$ cat config.mk
export PLATFORM = sky130hd
export DESIGN_NAME = pdom_seq_top
export DESIGN_NICKNAME = d
export VERILOG_FILES = /design/src/rtl/pdom_pkg.sv /design/src/rtl/pdom_key_gate.sv /design/src/rtl/pdom_wait_timer.sv /design/src/rtl/pdom_seq_fsm.sv /design/src/rtl/pdom_seq_top.sv
export SDC_FILE = /design/constraint.sdc
export NUM_CORES = 1
export LEC_CHECK = 0
export BUFFER_PORTS_ARGS = -buffer_cell sky130_fd_sc_hd__buf_2
export CAP_MARGIN = 5
export CORE_ASPECT_RATIO = 0.9
export CORE_MARGIN = 10
export CORE_UTILIZATION = 43
export DETAILED_ROUTE_END_ITERATION = 16
export PLACE_DENSITY = 0.84
export SYNTH_ARGS = -nofsm -noshare
export SYNTH_HDL_FRONTEND = slang
export SYNTH_HIERARCHICAL = 1
export SYNTH_SLANG_ARGS = --single-unit
$ cat constraint.sdc
create_clock -name clk -period 5.38 [get_ports clk]
set_input_delay 0.269 -clock clk [delete_from_list [all_inputs] [get_ports clk]]
set_output_delay 0.269 -clock clk [all_outputs]
set_load 0.1 [all_outputs]
$ cat src/rtl/pdom_pkg.sv
package pdom_pkg;

    localparam int CTRL_W = 7;

    typedef enum logic [3:0] {
        ST_IDLE,
        ST_PON1,
        ST_PON2,
        ST_PGWAIT,
        ST_CLKON,
        ST_ISOOFF,
        ST_RSTREL,
        ST_SRAMON,
        ST_ACKWAIT,
        ST_DONE,
        ST_FAULT
    } seq_st_e;

    // Packed MSB first: field order fixes the bit positions of the control word
    typedef struct packed {
        logic sram_iso_b;   // bit 6
        logic sram_ckiso;   // bit 5
        logic clk_off;      // bit 4
        logic pon2;         // bit 3
        logic pon;          // bit 2
        logic iso;          // bit 1
        logic rst_n;        // bit 0
    } ctrl_t;

    localparam ctrl_t CTRL_OFF = '{sram_iso_b: 1'b0, sram_ckiso: 1'b1, clk_off: 1'b1,
                                   pon2: 1'b0, pon: 1'b0, iso: 1'b1, rst_n: 1'b0};

    function automatic logic key_hit(input logic [31:0] word, input logic [15:0] key);
        return word[31:16] == key;
    endfunction

    function automatic logic is_wait(input seq_st_e s);
        return (s == ST_PGWAIT) || (s == ST_ACKWAIT);
    endfunction

endpackage

$ cat src/rtl/pdom_key_gate.sv
module pdom_key_gate #(
    parameter logic [15:0] KEY_VAL = 16'h0B16
) (
    input  logic        clk,
    input  logic        rst,
    input  logic        cfg_wr,
    input  logic [31:0] cfg_data,
    output logic        unlocked
);
    import pdom_pkg::*;

    logic unused_cfg_bits;
    assign unused_cfg_bits = ^cfg_data[15:1];

    always_ff @(posedge clk) begin
        if (rst)
            unlocked <= 1'b0;
        else if (cfg_wr && key_hit(cfg_data, KEY_VAL))
            unlocked <= cfg_data[0];
    end

    AST_FOREIGN_KEY_HELD: assert property (@(posedge clk) disable iff (rst)
        (cfg_wr && cfg_data[31:16] != KEY_VAL) |=> $stable(unlocked));

    AST_KEY_OPENS: assert property (@(posedge clk) disable iff (rst)
        (cfg_wr && cfg_data[31:16] == KEY_VAL && cfg_data[0]) |=> unlocked);

endmodule

$ cat src/rtl/pdom_wait_timer.sv
module pdom_wait_timer #(
    parameter int TMO_W = 16
) (
    input  logic             clk,
    input  logic             rst,
    input  logic             active,
    input  logic [TMO_W-1:0] limit,
    output logic             expired
);
    logic [TMO_W-1:0] cnt_q;

    always_ff @(posedge clk) begin
        if (rst || !active)
            cnt_q <= '0;
        else if (cnt_q != limit)
            cnt_q <= cnt_q + 1'b1;
    end

    assign expired = active && (limit != '0) && (cnt_q == limit);

    AST_TMO_RESTART: assert property (@(posedge clk) disable iff (rst)
        !active |=> cnt_q == '0);

endmodule

$ cat src/rtl/pdom_seq_fsm.sv
module pdom_seq_fsm #(
    parameter int               BANKS    = 4,
    parameter logic [BANKS-1:0] PDN_MASK = '1
) (
    input  logic              clk,
    input  logic              rst,
    input  logic              start,
    input  logic              unlocked,
    input  logic              pg_ok,
    input  logic              ack_clear,
    input  logic              expired,
    output pdom_pkg::ctrl_t   ctrl_q,
    output logic [BANKS-1:0]  pdn_q,
    output logic              busy,
    output logic              done,
    output logic              err,
    output logic              wait_active
);
    import pdom_pkg::*;

    seq_st_e st_q;

    always_ff @(posedge clk) begin
        if (rst) begin
            st_q   <= ST_IDLE;
            ctrl_q <= CTRL_OFF;
            pdn_q  <= '1;
            busy   <= 1'b0;
            done   <= 1'b0;
            err    <= 1'b0;
        end else begin
            unique case (st_q)
                ST_IDLE: begin
                    if (start && unlocked) begin
                        busy <= 1'b1;
                        st_q <= ST_PON1;
                    end
                end
                ST_PON1: begin
                    ctrl_q.pon <= 1'b1;
                    st_q       <= ST_PON2;
                end
                ST_PON2: begin
                    ctrl_q.pon2 <= 1'b1;
                    st_q        <= ST_PGWAIT;
                end
                ST_PGWAIT: begin
                    if (pg_ok) begin
                        st_q <= ST_CLKON;
                    end else if (expired) begin
                        err  <= 1'b1;
                        busy <= 1'b0;
                        st_q <= ST_FAULT;
                    end
                end
                ST_CLKON: begin
                    ctrl_q.clk_off <= 1'b0;
                    st_q           <= ST_ISOOFF;
                end
                ST_ISOOFF: begin
                    ctrl_q.iso <= 1'b0;
                    st_q       <= ST_RSTREL;
                end
                ST_RSTREL: begin
                    ctrl_q.rst_n <= 1'b1;
                    st_q         <= ST_SRAMON;
                end
                ST_SRAMON: begin
                    pdn_q <= pdn_q & ~PDN_MASK;
                    st_q  <= ST_ACKWAIT;
                end
                ST_ACKWAIT: begin
                    if (ack_clear) begin
                        done <= 1'b1;
                        busy <= 1'b0;
                        st_q <= ST_DONE;
                    end else if (expired) begin
                        err  <= 1'b1;
                        busy <= 1'b0;
                        st_q <= ST_FAULT;
                    end
                end
                default: st_q <= st_q;
            endcase
        end
    end

    assign wait_active = is_wait(st_q);

    AST_PON2_AFTER_PON: assert property (@(posedge clk) disable iff (rst)
        $rose(ctrl_q.pon2) |-> $past(ctrl_q.pon));

    AST_CLK_AFTER_PG: assert property (@(posedge clk) disable iff (rst)
        $fell(ctrl_q.clk_off) |-> $past(pg_ok, 2));

    AST_ISO_AFTER_CLK: assert property (@(posedge clk) disable iff (rst)
        $fell(ctrl_q.iso) |-> $past(!ctrl_q.clk_off));

    AST_RST_AFTER_ISO: assert property (@(posedge clk) disable iff (rst)
        $rose(ctrl_q.rst_n) |-> $past(!ctrl_q.iso));

    AST_PDN_AFTER_RST: assert property (@(posedge clk) disable iff (rst)
        !$stable(pdn_q) |-> $past(ctrl_q.rst_n));

    AST_DONE_NEEDS_ACK: assert property (@(posedge clk) disable iff (rst)
        $rose(done) |-> $past(ack_clear));

    AST_BUSY_DONE_EXCL: assert property (@(posedge clk) disable iff (rst)
        !(busy && done));

    AST_FAULT_FREEZE: assert property (@(posedge clk) disable iff (rst)
        err |=> ($stable(ctrl_q) && $stable(pdn_q) && !done));

    AST_SRAM_ISO_FIXED: assert property (@(posedge clk) disable iff (rst)
        ctrl_q.sram_ckiso && !ctrl_q.sram_iso_b);

    AST_LOCKED_START: assert property (@(posedge clk) disable iff (rst)
        (st_q == ST_IDLE && start && !unlocked) |=> !busy);

endmodule

$ cat src/rtl/pdom_seq_top.sv
module pdom_seq_top #(
    parameter logic [15:0] KEY_VAL  = 16'h0B16,
    parameter int          STAT_W   = 32,
    parameter int          STAT_BIT = 3,
    parameter int          BANKS    = 4,
    parameter int          ACK_W    = 4,
    parameter logic [BANKS-1:0] PDN_MASK = 4'hF,
    parameter logic [ACK_W-1:0] ACK_MASK = 4'h7,
    parameter int          TMO_W    = 16
) (
    input  logic                 clk,
    input  logic                 rst,
    input  logic                 cfg_wr,
    input  logic [31:0]          cfg_data,
    input  logic                 start,
    input  logic [TMO_W-1:0]     tmo_limit,
    input  logic [STAT_W-1:0]    pwr_sta,
    input  logic [STAT_W-1:0]    pwr_sta2,
    input  logic [ACK_W-1:0]     sram_ack,
    output logic [6:0]           ctrl,
    output logic [BANKS-1:0]     sram_pdn,
    output logic                 busy,
    output logic                 done,
    output logic                 err
);
    import pdom_pkg::*;

    localparam logic [STAT_W-1:0] STAT_SEL = STAT_W'(1) << STAT_BIT;

    logic  unlocked;
    logic  pg_ok;
    logic  ack_clear;
    logic  expired;
    logic  wait_active;
    ctrl_t ctrl_s;

    assign pg_ok     = |(pwr_sta & STAT_SEL) && |(pwr_sta2 & STAT_SEL);
    assign ack_clear = (sram_ack & ACK_MASK) == '0;

    pdom_key_gate #(.KEY_VAL(KEY_VAL)) u_key (
        .clk      (clk),
        .rst      (rst),
        .cfg_wr   (cfg_wr),
        .cfg_data (cfg_data),
        .unlocked (unlocked)
    );

    pdom_wait_timer #(.TMO_W(TMO_W)) u_tmo (
        .clk     (clk),
        .rst     (rst),
        .active  (wait_active),
        .limit   (tmo_limit),
        .expired (expired)
    );

    pdom_seq_fsm #(.BANKS(BANKS), .PDN_MASK(PDN_MASK)) u_fsm (
        .clk         (clk),
        .rst         (rst),
        .start       (start),
        .unlocked    (unlocked),
        .pg_ok       (pg_ok),
        .ack_clear   (ack_clear),
        .expired     (expired),
        .ctrl_q      (ctrl_s),
        .pdn_q       (sram_pdn),
        .busy        (busy),
        .done        (done),
        .err         (err),
        .wait_active (wait_active)
    );

    assign ctrl = ctrl_s;

    AST_SEC_NEEDS_PRI: assert property (@(posedge clk) disable iff (rst)
        ctrl[3] |-> ctrl[2]);

endmodule

==> metrics.txt, run 1 <==
clk_lat worst skew=0.28 ns; Tcrit/Tclk final=0.4149; largest cells by area after synthesis=dfxtp_1 33%, xnor2_1 7.8%, a21oi_1 4.7%; top cell type by total area after synthesis=dfxtp_1; post-route ant nets=0; leakage=0.7637 nW; PortBufs=53; Mapped Nets=333; fill count=379; Slew @ Worst Pin=0.6335 ns; Area Growth Syn to Fin=17.59%; Sink Count=30; max-cap viol count=0; Setup CP Type=register to register; Core Box Area=4046 µm²; CP Data Arrival Time=2.46 ns; RSZ-0062 raised after global routing=no; Die H=81.26 µm; Compound-Gate Fraction of Synth Area=0.1779; post-synthesis register bit count=30; Core Rows=22; clock buffer depth=2; worst hold path type=primary input to register; Via density=5.583; Synth Warn #=6; top cell type's share of synthesized area=0.3350; vias in the first global route=1531; total wire length=4370 µm; Synth Area in Adders=0.006978; initial DRC count=160; post-CTS setup buffers=0; Cell variety after synth=48; Max H-tree Level=2; DRT Pass-1 Iters=4; Slew headroom=0.5777; Seq/Total Area, Yosys=0.3350; GRT Total Usage=0.1211; Post-synth ARST share=0; cts hold-fix bufs=0; Critical Path Fanout Max=16; hold depth=3; die area=7156 µm²; required time of the critical path=5.61 ns; GP Congestion=0.8380; residual DRC count=0; Final nets=379; ANT cells=0; Post-synth EDFFs=0; Ports=134; Cell Pwr Density=210.9 nW/µm²; wire per inst=14.23 µm; setup violators final=0; total gr overflow=0; cell area after synthesis=1793 µm²; Root Buffer=clkbuf_8; initial antenna violation count=0; Crit. End Element=register; post-CTS resize count=0; Finished Cell Area=2108 µm²; XOR/XNOR share of the synthesized area=0.08304; Clock Skew=0.002499 ns; Post-DP HPWL=3375 µm; Simple-Gate Fraction of Synth Area=0.3084; Post-Synthesis Cells=212; Avg Cell Area, Syn=8.457 µm²; first-pass GRT wire length=7058 µm; routed via count=1714; mux cell area share after synthesis=0.01117; chip width=88.07 µm; Initial Util=0.4431; Min Clock Period, post-route=2.232 ns; outcome=finished, final reports clean; VDD IR max=0.00009818 V; Max Fclk=448.0 MHz; clk slew on worst S/H paths=0.06 ns; final hold violations=0; ys flop type=dfxtp_1; Slew Viols, Final=0; Worst setup SP type=register; Inserted Clock Buffers=5; CTS tree=built; largest family of logic cells by synthesized area=simple AND/OR/NAND/NOR gates; Cell Area, Placed=2017 µm²; largest net degree at the start of global routing=32; share of layout cells above drive strength 1=0.2896; final setup TNS=0 ns; R2R depth=5
-- cell families (layout without fill, tap and decap cells) --
family,after synthesis,in the layout
compound gates,52,52
xor+xnor,17,17
fa+ha+maj,1,1
buf+inv,21,68
flops,30,30
mux,2,2
other cells,2,2
simple gates,87,87
-- critical path, cell delays in order (launching register included) --
cell	delay (ns)
dfxtp_1	0.57
nand3b_1	0.30
a21oi_1	0.27
nand2b_1	0.38
or4_1	0.58
nand2_1	0.08
-- cell usage in the layout (no fill, tap or decap), types with 2 or more instances in the layout --
cell      netlist  routed
a21oi_1        17      17
a31oi_1         4       4
and2_1          2       2
and3_1          5       5
and4bb_2        2       2
buf_2           0      53
clkbuf_8        0       6
conb_1          2       2
dfxtp_1        30      30
inv_1           6       6
mux2i_1         2       2
nand2_1        11      11
nand2b_1        3       3
nand3_1        10      10
nand4_1         7       7
nand4_2         2       2
nor2_1         16      16
nor2b_1         2       2
nor4_1          4       4
nor4b_2         2       2
o21ai_0         8       8
o21ai_1         5       5
o31ai_1         6       6
or3_1           5       5
or3_2           4       4
or4_1           6       6
xnor2_1        16      16
-- final timing paths --
check                                       end  slack [ns]            start
worst max-delay path             u_tmo/cnt_q[7]        3.15    u_fsm/st_q[1]
worst min-delay path                 u_fsm/busy        0.25            start
worst max register to register   u_tmo/cnt_q[7]        3.15    u_fsm/st_q[1]
worst min register to register  u_fsm/ctrl_q[1]        0.45  u_fsm/ctrl_q[1]
-- cell type report --
class	count	area, µm²	area share
Multi-Input combinational cell	161	1061	0.5033
Sequential cell	30	600.6	0.2849
Timing Repair Buffer	54	272.8	0.1294
Clock buffer	7	86.33	0.04095
Tap cell	48	60.06	0.02849
Inverter	6	22.52	0.01068
Clock inverter	1	5.005	0.002374
-- per-stage QoR --
stage               setup WS, ns  hold slack, ns  total power [mW]  utilization  std cells
floorplan                  3.377          0.3698            0.2463            -        212
global placement           3.219          0.4285            0.2637       0.4985        299
detailed placement         3.165          0.4386            0.2645       0.4985        299
CTS                        3.153          0.2368            0.4516       0.5210        307
global route               2.947          0.2400            0.4644       0.5210        307
finish                     3.148          0.2486            0.4446       0.5210        307
-- synth_stat cells (2+ instances only) --
cell	count
nor4_1	4
or3_2	4
and3_1	5
o21ai_1	5
nor2b_1	2
buf_6	4
and4bb_2	2
and2_1	2
nand3_1	10
nand4_2	2
conb_1	2
nand2_1	11
buf_4	6
xnor2_1	16
a21oi_1	17
nand2b_1	3
nor4b_2	2
o21ai_0	8
inv_1	6
or3_1	5
or4_1	6
nand4_1	7
a31oi_1	4
clkbuf_1	5
mux2i_1	2
nor2_1	16
o31ai_1	6
dfxtp_1	30
-- registers in the layout (all words and copies together) (netlist names) --
signal and count:
u_tmo/cnt_q 16, u_fsm/done 1, u_key/unlocked 1, u_fsm/pdn_q 1, u_fsm/ctrl_q 5, u_fsm/busy 1
u_fsm/err 1, u_fsm/st_q 4
-- per-layer routing --
layer / up-vias / wire (µm) / GRT usage
met1: 780 / 1900 / 0.1490
met3: 6 / 486 / 0.04800
li1: 873 / - / -
met5: - / 0 / 0
met2: 55 / 1914 / 0.1817
met4: 0 / 69 / 0.05643
-- power breakdown --
group / internal, mW / total, mW / switching, mW / leakage (nW)
Combinational: 0.0178 / 0.0373 / 0.0196 / 0.474
Clock: 0.103 / 0.185 / 0.0822 / 0.0482
Sequential: 0.222 / 0.222 / 0.000000160 / 0.242
No activity file was read; power rests on OpenSTA's default activity.
==> run 2: changes to the inputs <==
Settings changed: CORE_UTILIZATION 43 to 36, PLACE_DENSITY 0.84 to 0.75.
Clock period 5.38 ns to 2 ns, I/O delays scaled along.
==> metrics.txt, run 2 (same netlist as run 1, synthesis figures left out) <==
outcome=finished, final reports clean; required time of the critical path=2.15 ns; routed via count=1803; family with the most delay on the worst path=simple AND/OR/NAND/NOR gates; Worst setup SP type=register; Hold EP=u_fsm/busy; hold path start=start; Area Growth Syn to Fin=25.05%; Initial Util=0.3709; chip width=94.39 µm; Final nets=389; post-route ant nets=0; final hold violations=0; Largest register FFs=16; largest register by flop count=u_tmo/cnt_q; initial DRC count=131; GP Congestion=0.8432; r2r setup slk=0.14 ns; Die H=86.95 µm; fill count=481; Via density=5.398; Root Buffer=clkbuf_8; residual DRC count=0; hold depth=3; wire per inst=14.54 µm; setup ws final=0.1420 ns; Inserted Clock Buffers=5; setup violators final=0; Core Box Area=4835 µm²; share of layout cells above drive strength 1=0.3532; Clock Skew=0.005614 ns; clk slew on worst S/H paths=0.06 ns; largest net degree at the start of global routing=30; worst hold path type=primary input to register; PortBufs=53; die area=8207 µm²; clk_lat worst skew=0.28 ns; ANT cells=0; GRT Total Usage=0.1111; max-cap viol count=0; DRT Pass-1 Iters=4; CP Buf/Inv Count=0; r2r startpoint=u_tmo/cnt_q[11]; Max Fclk=538.2 MHz; Setup CP Type=register to register; Finished Layout Cells=334; Sink Count=30; R2R depth=7; RSZ-0062 raised after global routing=no; Util after Layout=0.4638; first-pass GRT wire length=7631 µm; Cell Pwr Density=539.3 nW/µm²; largest stage delay on the critical path=0.40 ns; Critical Path Fanout Max=4; Overall Power=1.209 mW; Setup WS pre-CTS=0.1031 ns; commonest non-fill, non-tap cell in the layout=buf_2; final setup TNS=0 ns; total gr overflow=0; cts hold-fix bufs=0; Critical-path top delay cell=nor4_4; Crit. End Element=register; footprint of the multi-input gates=1089 µm²; Min Clock Period, post-route=1.858 ns; Finished Cell Area=2242 µm²; Max H-tree Level=2; CP Data Arrival Time=2.01 ns; FF-to-FF End=u_fsm/busy; Slew Viols, Final=0; Cell Area, Placed=2113 µm²; initial antenna violation count=0; Core Rows=24; Tcrit/Tclk final=0.9290; Reg area=606.8 µm²; leakage=0.8299 nW; top flop regs=u_tmo/cnt_q (16), u_fsm/ctrl_q (5), u_fsm/st_q (4); Post-DP HPWL=3634 µm; Fin Hold WS=0.08105 ns; commonest non-fill, non-tap cells in the layout=53 x buf_2, 25 x dfxtp_1, 17 x a21oi_1, 16 x nor2_1, 13 x xnor2_1; vias in the first global route=1649; CTS tree=built; CP Cell Sequence=xnor2_1 -> nand4_1 -> nor4_4 -> and3_4 -> a21oi_2 -> o311ai_1 -> o31ai_1; Ports=134; clock buffer depth=2; VDD IR max=0.0002161 V; total wire length=4855 µm; placed insts=326
run 2: cell types whose count changed in the layout (fill, tap and decap cells not counted):
| cell | before | now |
|---|---|---|
| xnor2_2 | 0 | 3 |
| xnor2_1 | 16 | 13 |
| and3_4 | 0 | 1 |
| dfxtp_1 | 30 | 25 |
| dfxtp_2 | 0 | 5 |
| and3_1 | 5 | 4 |
| buf_4 | 1 | 11 |
| clkinvlp_4 | 0 | 1 |
| clkbuf_1 | 1 | 0 |
run 2: power by group:
group          total (mW)  switching (mW)  internal [mW]
logic               0.105          0.0557         0.0497
clock network       0.507           0.231          0.276
registers           0.597     0.000000467          0.597
total                1.21           0.286          0.923
run 2: cell type report:
| type | instances | area share |
|---|---|---|
| inverters | 6 | 0.01004 |
| multi-input cells | 161 | 0.4855 |
| flip-flops and latches | 30 | 0.2706 |
| clock buffers | 6 | 0.03683 |
| repair buffers | 64 | 0.1551 |
| well taps | 65 | 0.03627 |
| clock inverters | 2 | 0.005580 |
run 2: what timing repair did:
item                       in CTS  in global routing
setup endpoints to repair       0                  3
buffers inserted                0                  0
gates resized for setup         0                 10
run 2: how the worst max path moves through the flow:
stage,startpoint,endpoint,slack (ns),cells after the start
CTS,u_tmo/cnt_q[10],u_fsm/st_q[1],0.09,8
global placement,u_tmo/cnt_q[10],u_fsm/st_q[1],0.11,8
floorplan,u_tmo/cnt_q[11],u_fsm/busy,0.01,9
detailed placement,u_tmo/cnt_q[10],u_fsm/st_q[1],0.10,8
global route,u_tmo/cnt_q[4],u_fsm/st_q[1],0.0006,8
finish,u_tmo/cnt_q[11],u_fsm/busy,0.14,7
run 2: metal layers:
metal	global-route usage	routed length (µm)	up-vias
met5	0	0	-
met4	0.03862	65	0
met3	0.04224	435	4
met2	0.1814	2261	54
met1	0.1295	2092	858
li1	-	-	887
run 2: worst min-delay path, stage by stage:
cell and delay, ns:
buf_2 0.10, nand2_1 0.05, o31ai_1 0.06
